==> src/rtl/clkdiv_reg.sv <==
module clkdiv_reg #(
  parameter int SHIFT     = 0,
  parameter int WIDTH     = 4,
  parameter int MODE      = 0,
  parameter int HALF_MASK = 0,
  parameter int DIVW      = 16,
  parameter int TBL_N     = 4,
  parameter logic [TBL_N*WIDTH-1:0] TBL_VAL = 16'h3210,
  parameter logic [TBL_N*DIVW-1:0]  TBL_DIV = {16'd10, 16'd6, 16'd5, 16'd3}
) (
  input  logic        clk,
  input  logic        rst_n,
  input  logic        wr_en,
  input  logic [31:0] wr_data,
  output logic [31:0] rd_data,
  output logic        clk_out,
  output logic        div_valid,
  output logic        bypass
);

  localparam logic [31:0] FMASK = ((32'd1 << WIDTH) - 32'd1) << SHIFT;

  generate
    if (HALF_MASK != 0 && SHIFT + WIDTH > 16) begin : g_bad_mask
      $error("half-word mask mode needs SHIFT+WIDTH <= 16");
    end
    if (MODE == 2 && (2 ** WIDTH) - 1 >= DIVW) begin : g_bad_pow
      $error("power-of-two divisor does not fit in DIVW bits");
    end
  endgenerate

  logic [31:0]      ctrl_q, ctrl_d;
  logic [WIDTH-1:0] fld;
  logic [DIVW-1:0]  dec, act_div, cnt, nxt_div, nxt_cnt;
  logic [DIVW:0]    half;
  logic             hit, boundary, div_hi, pass_q, byp_q;

  generate
    if (HALF_MASK != 0) begin : g_mask
      assign ctrl_d = {16'h0000, (ctrl_q[15:0] & ~wr_data[31:16]) | (wr_data[15:0] & wr_data[31:16])};
      // a write with no enable bit set leaves the register untouched
      p_mask_hold_r10: assert property (@(posedge clk) disable iff (!rst_n)
        (wr_en && wr_data[31:16] == 16'h0000) |=> $stable(ctrl_q));
    end else begin : g_field
      assign ctrl_d = (ctrl_q & ~FMASK) | (wr_data & FMASK);
      // bits outside the field never move
      p_field_only_r9: assert property (@(posedge clk) disable iff (!rst_n)
        wr_en |=> ((ctrl_q & ~FMASK) == $past(ctrl_q & ~FMASK)));
    end
  endgenerate

  always_ff @(posedge clk) begin
    if (!rst_n) ctrl_q <= '0;
    else if (wr_en) ctrl_q <= ctrl_d;
  end

  assign rd_data = ctrl_q;
  assign fld     = WIDTH'(ctrl_q >> SHIFT);

  always_comb begin
    dec = '0;
    hit = 1'b0;
    case (MODE)
      0: dec = DIVW'(fld) + DIVW'(1);
      1: dec = DIVW'(fld);
      2: dec = DIVW'(1) << fld;
      default: begin
        for (int i = 0; i < TBL_N; i++) begin
          if (!hit && TBL_VAL[i*WIDTH +: WIDTH] == fld) begin
            dec = TBL_DIV[i*DIVW +: DIVW];
            hit = 1'b1;
          end
        end
      end
    endcase
  end

  assign div_valid = (dec != '0);

  assign boundary = (act_div <= DIVW'(1)) || (cnt == act_div - DIVW'(1));
  assign nxt_div  = boundary ? dec : act_div;
  assign nxt_cnt  = boundary ? '0 : cnt + DIVW'(1);
  assign half     = ({1'b0, nxt_div} + (DIVW+1)'(1)) >> 1;

  always_ff @(posedge clk) begin
    if (!rst_n) begin
      act_div <= '0;
      cnt     <= '0;
      div_hi  <= 1'b0;
      pass_q  <= 1'b0;
      byp_q   <= 1'b0;
    end else begin
      act_div <= nxt_div;
      cnt     <= nxt_cnt;
      div_hi  <= (nxt_div >= DIVW'(2)) && ({1'b0, nxt_cnt} < half);
      pass_q  <= (nxt_div <= DIVW'(1));
      byp_q   <= (nxt_div == '0);
    end
  end

  assign clk_out = pass_q ? clk : div_hi;
  assign bypass  = byp_q;

  // the divisor only changes once the count has reached the end of a period
  p_hold_div_r8: assert property (@(posedge clk) disable iff (!rst_n)
    (act_div >= DIVW'(2) && cnt != act_div - DIVW'(1)) |=> $stable(act_div));
  // the count stays inside the active period
  p_cnt_range_r7: assert property (@(posedge clk) disable iff (!rst_n)
    (act_div >= DIVW'(2)) |-> (cnt < act_div));
  // each period starts high and ends low
  p_start_high_r7: assert property (@(posedge clk) disable iff (!rst_n)
    (boundary && dec >= DIVW'(2)) |=> div_hi);
  p_end_low_r7: assert property (@(posedge clk) disable iff (!rst_n)
    (act_div >= DIVW'(2) && cnt == act_div - DIVW'(1)) |-> !div_hi);
  // a bypass always passes the input clock through
  p_bypass_pass_r6: assert property (@(posedge clk) disable iff (!rst_n)
    byp_q |-> pass_q);

  generate
    if (MODE == 2) begin : g_pow_chk
      // an active power-of-two divisor has at most one bit set
      p_pow_onehot_r4: assert property (@(posedge clk) disable iff (!rst_n)
        $onehot0(act_div));
    end
  endgenerate

endmodule

==> config.mk <==
export PLATFORM = sky130hd
export DESIGN_NAME = clkdiv_reg
export DESIGN_NICKNAME = d
export VERILOG_FILES = /design/src/rtl/clkdiv_reg.sv
export SDC_FILE = /design/constraint.sdc
export NUM_CORES = 1
export LEC_CHECK = 0
export CAP_MARGIN = 20
export CORE_AREA = 2 2 94 96
export DETAILED_ROUTE_END_ITERATION = 16
export DIE_AREA = 0 0 96 98
export PLACE_DENSITY_LB_ADDON = 0.05
export SLEW_MARGIN = 20
export SYNTH_ARGS = -nofsm -noshare
export SYNTH_HDL_FRONTEND = slang
export SYNTH_SLANG_ARGS = --single-unit
==> constraint.sdc <==
create_clock -name clk -period 6 [get_ports clk]
set_input_delay 1.8 -clock clk [delete_from_list [all_inputs] [get_ports clk]]
set_output_delay 1.8 -clock clk [all_outputs]
set_load 0.05 [all_outputs]
==> results of run 1 <==
[metrics by stage]
step,worst slack [ps],power (mW),cell area (um^2)
2_1_floorplan,561,0.911,3470
3_3_place_gp,271,1.12,3570
3_5_place_dp,271,1.12,3570
4_1_cts,15.7,1.35,3690
5_1_grt,3.10,1.46,3700
6_report,22.6,1.35,3700
[cells in the mapped netlist, drive strengths merged (2+ instances only)]
| cell type | count |
|---|---|
| nor2 | 41 |
| nor3 | 41 |
| dfxtp | 39 |
| buf | 37 |
| nand2 | 31 |
| ha | 25 |
| nand3 | 23 |
| xnor2 | 22 |
| xor2 | 19 |
| clkbuf | 17 |
| and3 | 16 |
| a21oi | 15 |
| inv | 13 |
| mux2i | 9 |
| a21o | 8 |
| nand4 | 8 |
| nor4 | 8 |
| o21ai | 8 |
| a31oi | 5 |
| and2 | 5 |
| o21a | 5 |
| or4 | 5 |
| a2111oi | 4 |
| a211oi | 4 |
| nor2b | 4 |
| o211ai | 4 |
| and4 | 3 |
| nand2b | 3 |
| or3 | 3 |
| o22ai | 2 |
| or2 | 2 |
[path summary, 6_finish.rpt]
| kind | end | slack, ps | cells after the start |
|---|---|---|---|
| worst min-delay path | act_div[11] | 560 | 1 |
| worst min register to register | act_div[11] | 560 | 1 |
| worst max-delay path | clk_out | 20 | 4 |
| worst max register to register | div_hi | 310 | 22 |
[registers in the layout, summed over array words and instances (netlist names)]
signal	flops
act_div	16
bypass	1
cnt	16
div_hi	1
pass_q	1
rd_data	4
[metal layers]
layer  vias up  share of wire [%]  GRT usage (%)  wire length [um]
met1      1363                 50           30.0              4520
met2        68                 43           29.3              3850
li1       1520                  -              -                 -
met5         -                  0              0                 0
met4         0                2.0           6.26               180
met3        13                4.7           4.63               426
[repair_timing]
action / CTS / global route
gates resized for setup: 0 / 3
hold endpoints to repair: 0 / 0
hold buffers: 0 / 0
endpoints found under the setup margin: 0 / 1
[placed cells by master (no fill, tap or decap), types with 6 or more instances in the layout]
master	synthesis	routed
xor2_1	19	19
nand2_1	30	30
and3_1	13	13
a21oi_1	14	14
xnor2_1	22	22
nor4_1	6	6
ha_1	25	25
nand3_1	23	22
mux2i_1	9	9
a21o_1	8	8
nor2_1	41	41
clkbuf_8	0	8
o21ai_0	8	8
conb_1	1	28
nor3_1	40	40
nand4_1	8	8
clkdlybuf4s50_1	0	13
dfxtp_1	39	39
buf_4	28	23
inv_1	13	13
[layout make-up]
cell class / instances / area, um^2
clock buffers: 11 / 128
clock inverters: 1 / 5.00
fillers: 879 / 4770
inverters: 13 / 48.8
multi-input cells: 358 / 2310
flip-flops and latches: 39 / 781
well taps: 108 / 135
repair buffers: 35 / 293
[power by group]
part           total [mW]  leakage (nW)  internal (mW)  switching (mW)
logic               0.781          1.20          0.288           0.493
clock network       0.256        0.0720          0.134           0.122
registers           0.308         0.317          0.283          0.0251
total                1.35          1.59          0.705           0.640
[worst max-delay path: stages]
cell,delay [ps]
clkbuf_8,110
clkbuf_8,110
mux2_2,260
clkdlybuf4s50_1,700
[kinds of logic after synthesis]
kind of cell	synth area share, %
and+or+nand+nor	30.6
buffers and inverters	11.5
AOI/OAI and AO/OA	11.6
xor gates and xnor gates	10.7
DFF	23.2
adders and majority gates	9.30
muxes	3.01
other	0.111
==> impl_metrics.csv, run 1 <==
group,metric,value,unit
placed_design,portBuffers,13,
placed_design,post-place-cells,554,
worst_hold_path,hp-start,"act_div[11]",
yosys,yosys-top-cells-area,"dfxtp_1 (23%), ha_1 (9.3%), buf_4 (6.2%)",
timing,drv_slew,0,
timing,finalSetupViolations,0,
placed_design,place.gp.congestion,0.828,
yosys,synth_ff_type,"dfxtp_1",
detailed_routing,vias,2964,
global_routing,grt_pass1_vias,2827,
global_routing,grt_start_max_net_pins,30,
detailed_routing,drcViolationCount,0,
yosys,yosysTopAreaCellShare,23.2,%
timing,rsz0062_at_grt,"no",
layout,drive_above_1_share,10.9,%
detailed_routing,via_per_inst,5.25,
timing,worstMarginPinSlew,648,ps
critical_path,startpoint,"clk",
yosys,yosysUniqueCellTypes,50,
floorplanning,die_h,98,um
global_routing,track_usage,20.4,%
critical_path,r2r-start,"act_div[4]",
detailed_routing,dr.pass1.iters,4,
power,p_leak,1.59,nW
floorplanning,pin_count,70,
critical_path,arrival,4180,ps
layout,area_growth,9.89,%
worst_hold_path,hold_class,"reg -> reg",
global_routing,antenna_found_initial,0,
critical_path,worst_ep_required_time,4200,ps
timing,max-slew-margin-rel,56.4,%
timing,clock_skew,8.40,ps
power,powerDensity,364,nW/um^2
detailed_routing,wl,8.98,mm
layout,final_util,43.7,%
clock_tree,clk-insertion-delay-late,400,ps
layout,diodes,0,
yosys,netlist_instances,437,
critical_path,startpoint_type,"clock port",
run_status,status,"complete, no violations",
floorplanning,core,8470,um^2
detailed_routing,first_iter_violations,163,
yosys,synth_edf_count,0,
timing,hold-worst-slack,559,ps
clock_tree,cts.clk_slew.worst_paths,80,ps
layout,instances_no_fill,565,
floorplanning,rows,34,
critical_path,path_class,"clk -> out",
power,ir_drop,0.000153,V
yosys,syn_avg_cell_area,7.70,um^2
global_routing,grt_first_pass_wirelength,14.7,mm
clock_tree,cts_tree,"yes",
yosys,synthArstFlopShare,0,%
yosys,synthesis.area,3360,um^2
run,cap_violations,0,
yosys,yosys_warnings,0,
yosys,synth-seq-cells,39,
yosys,synth_seq_area_share,23.2,%
yosys,yosysTopAreaCell,"dfxtp_1",
clock_tree,cts_setup_buffers,0,
floorplanning,initial_core_util,39.7,%
detailed_routing,wl_per_cell,15.9,um
floorplanning,die_x,96,um
timing,hold_viol,0,
timing,timing.setup.tns,0,ps
floorplanning,dieArea,9410,um^2
layout,layout.nets,516,
placed_design,dp_hpwl,6.85,mm
critical_path,path_max_fanout,2,
critical_path,cp-end-kind,"primary output",
detailed_routing,final_antenna_net_count,0,
global_routing,grt.overflow.total,0,
Note: power is estimated with default switching activity, not from simulation.
==> run 2: changes to the inputs <==
- clock period: 6 -> 6.85 ns (I/O delays scaled with it)
==> impl_metrics.csv, run 2 (synthesis gave the netlist of run 1 again) <==
group,metric,value,unit
run_status,status,"complete, no violations",
critical_path,path_max_fanout,2,
placed_design,place.gp.congestion,0.907,
placed_design,dp_hpwl,6.44,mm
layout,final_util,42.3,%
critical_path,critical_path.cell_chain,"clkbuf_8, clkbuf_8, mux2_2, clkdlybuf4s50_1",
critical_path,r2r_end,"div_hi",
timing,worstMarginPinSlew,695,ps
clock_tree,clk-insertion-delay-late,410,ps
detailed_routing,first_iter_violations,207,
clock_tree,ctsResizeCount,0,
floorplanning,rows,34,
global_routing,track_usage,19.7,%
placed_design,dpl-instance-area,3460,um^2
floorplanning,initial_core_util,39.7,%
clock_tree,cts_setup_buffers,0,
worst_hold_path,hp-start,"act_div[11]",
layout,drive_above_1_share,7.90,%
detailed_routing,via_per_inst,5.34,
critical_path,rrSetupSlack,750,ps
timing,clock_skew,7.20,ps
critical_path,r2r_cells,20,
timing,max-slew-margin-rel,53.2,%
clock_tree,hold_buffers,0,
floorplanning,pin_count,70,
layout,n_fill_cell,887,
clock_tree,cts_tree,"yes",
floorplanning,dieArea,9410,um^2
timing,hold_viol,0,
global_routing,grt_first_pass_wirelength,14.0,mm
floorplanning,core,8470,um^2
layout,instances_no_fill,551,
placed_design,post-place-cells,540,
critical_path,crit_family,"buffers and inverters",
global_routing,grt.overflow.total,0,
timing,timing.setup.tns,0,ps
layout,seq_area,781,um^2
detailed_routing,wl,8.85,mm
layout,layout.nets,502,
detailed_routing,dr.pass1.iters,5,
critical_path,cp_num_buf_inv,3,
placed_design,portBuffers,13,
global_routing,antenna_found_initial,0,
placed_design,place_ws,441,ps
run,cap_violations,0,
floorplanning,die_x,96,um
critical_path,cpPeakStageDelay,700,ps
critical_path,cp-end-kind,"primary output",
layout,design_area,3580,um^2
critical_path,cpMostUsedCell,"clkbuf_8",
clock_tree,cts.clk_slew.worst_paths,80,ps
critical_path,r2r-start,"act_div[3]",
timing,timing.final.ws_setup,202,ps
layout,layout_commonest_cell,"nor2_1",
layout,area_growth,6.55,%
worst_hold_path,hold_class,"reg -> reg",
detailed_routing,drcViolationCount,0,
critical_path,cp_slowest_cell,"clkdlybuf4s50_1",
critical_path,startpoint,"clk",
global_routing,grt_start_max_net_pins,30,
critical_path,path_class,"clk -> out",
timing,finalSetupViolations,0,
floorplanning,die_h,98,um
layout,diodes,0,
critical_path,worst_ep_required_time,4800,ps
detailed_routing,vias,2942,
power,powerDensity,325,nW/um^2
global_routing,grt_pass1_vias,2602,
power,power,1.16,mW
critical_path,startpoint_type,"clock port",
timing,rsz0062_at_grt,"no",
timing,drv_slew,0,
timing,hold-worst-slack,565,ps
power,p_leak,1.51,nW
power,ir_drop,0.000112,V
layout,final_cell_mix,"nor2_1 (41), nor3_1 (40), dfxtp_1 (39), nand2_1 (30), conb_1 (28)",
detailed_routing,wl_per_cell,16.1,um
worst_hold_path,holdPathStages,1,
critical_path,arrival,4590,ps
layout,multi_input_area,2300,um^2
worst_hold_path,holdPathEnd,"act_div[11]",
detailed_routing,final_antenna_net_count,0,
## run 2: cell count changes in the layout (fill, tap and decap cells not counted)
cell / change
buf_4: -14
nand3_1: +1
a2111oi_1: -2
a2111oi_0: +2
nand3_2: -1
## run 2: worst max-delay path by stage
stage                   end  slack, ps  depth (start not counted)
detailed placement  clk_out        440                          2
finish              clk_out        200                          4
floorplan           clk_out       1000                          1
CTS                 clk_out        190                          4
global placement    clk_out        440                          2
global route        clk_out        170                          4
## run 2: cell type report
type	instances	share of cell area, %
sequential	39	21.8
timing repair buffer	21	5.24
inverter	13	1.36
multi-input combinational	358	64.2
clock buffer	11	3.56
clock inverter	1	0.140
tap	108	3.77
## run 2: report_power, final
part	leakage, nW	internal (mW)	switching (mW)
registers	0.317	0.248	0.0347
clock network	0.0720	0.118	0.112
logic	1.12	0.232	0.419
total	1.51	0.598	0.566
## run 2: routing by layer
metal	GRT usage [%]	wire [um]
met1	29.5	4480
met3	4.78	428
met4	5.38	102
met2	27.7	3840
met5	0	0
==> run 3: changes to the inputs <==
- SKIP_CTS_REPAIR_TIMING: not set -> 1
==> results of run 3 <==
Final layout, timing and power as in run 2 (identical DEF).
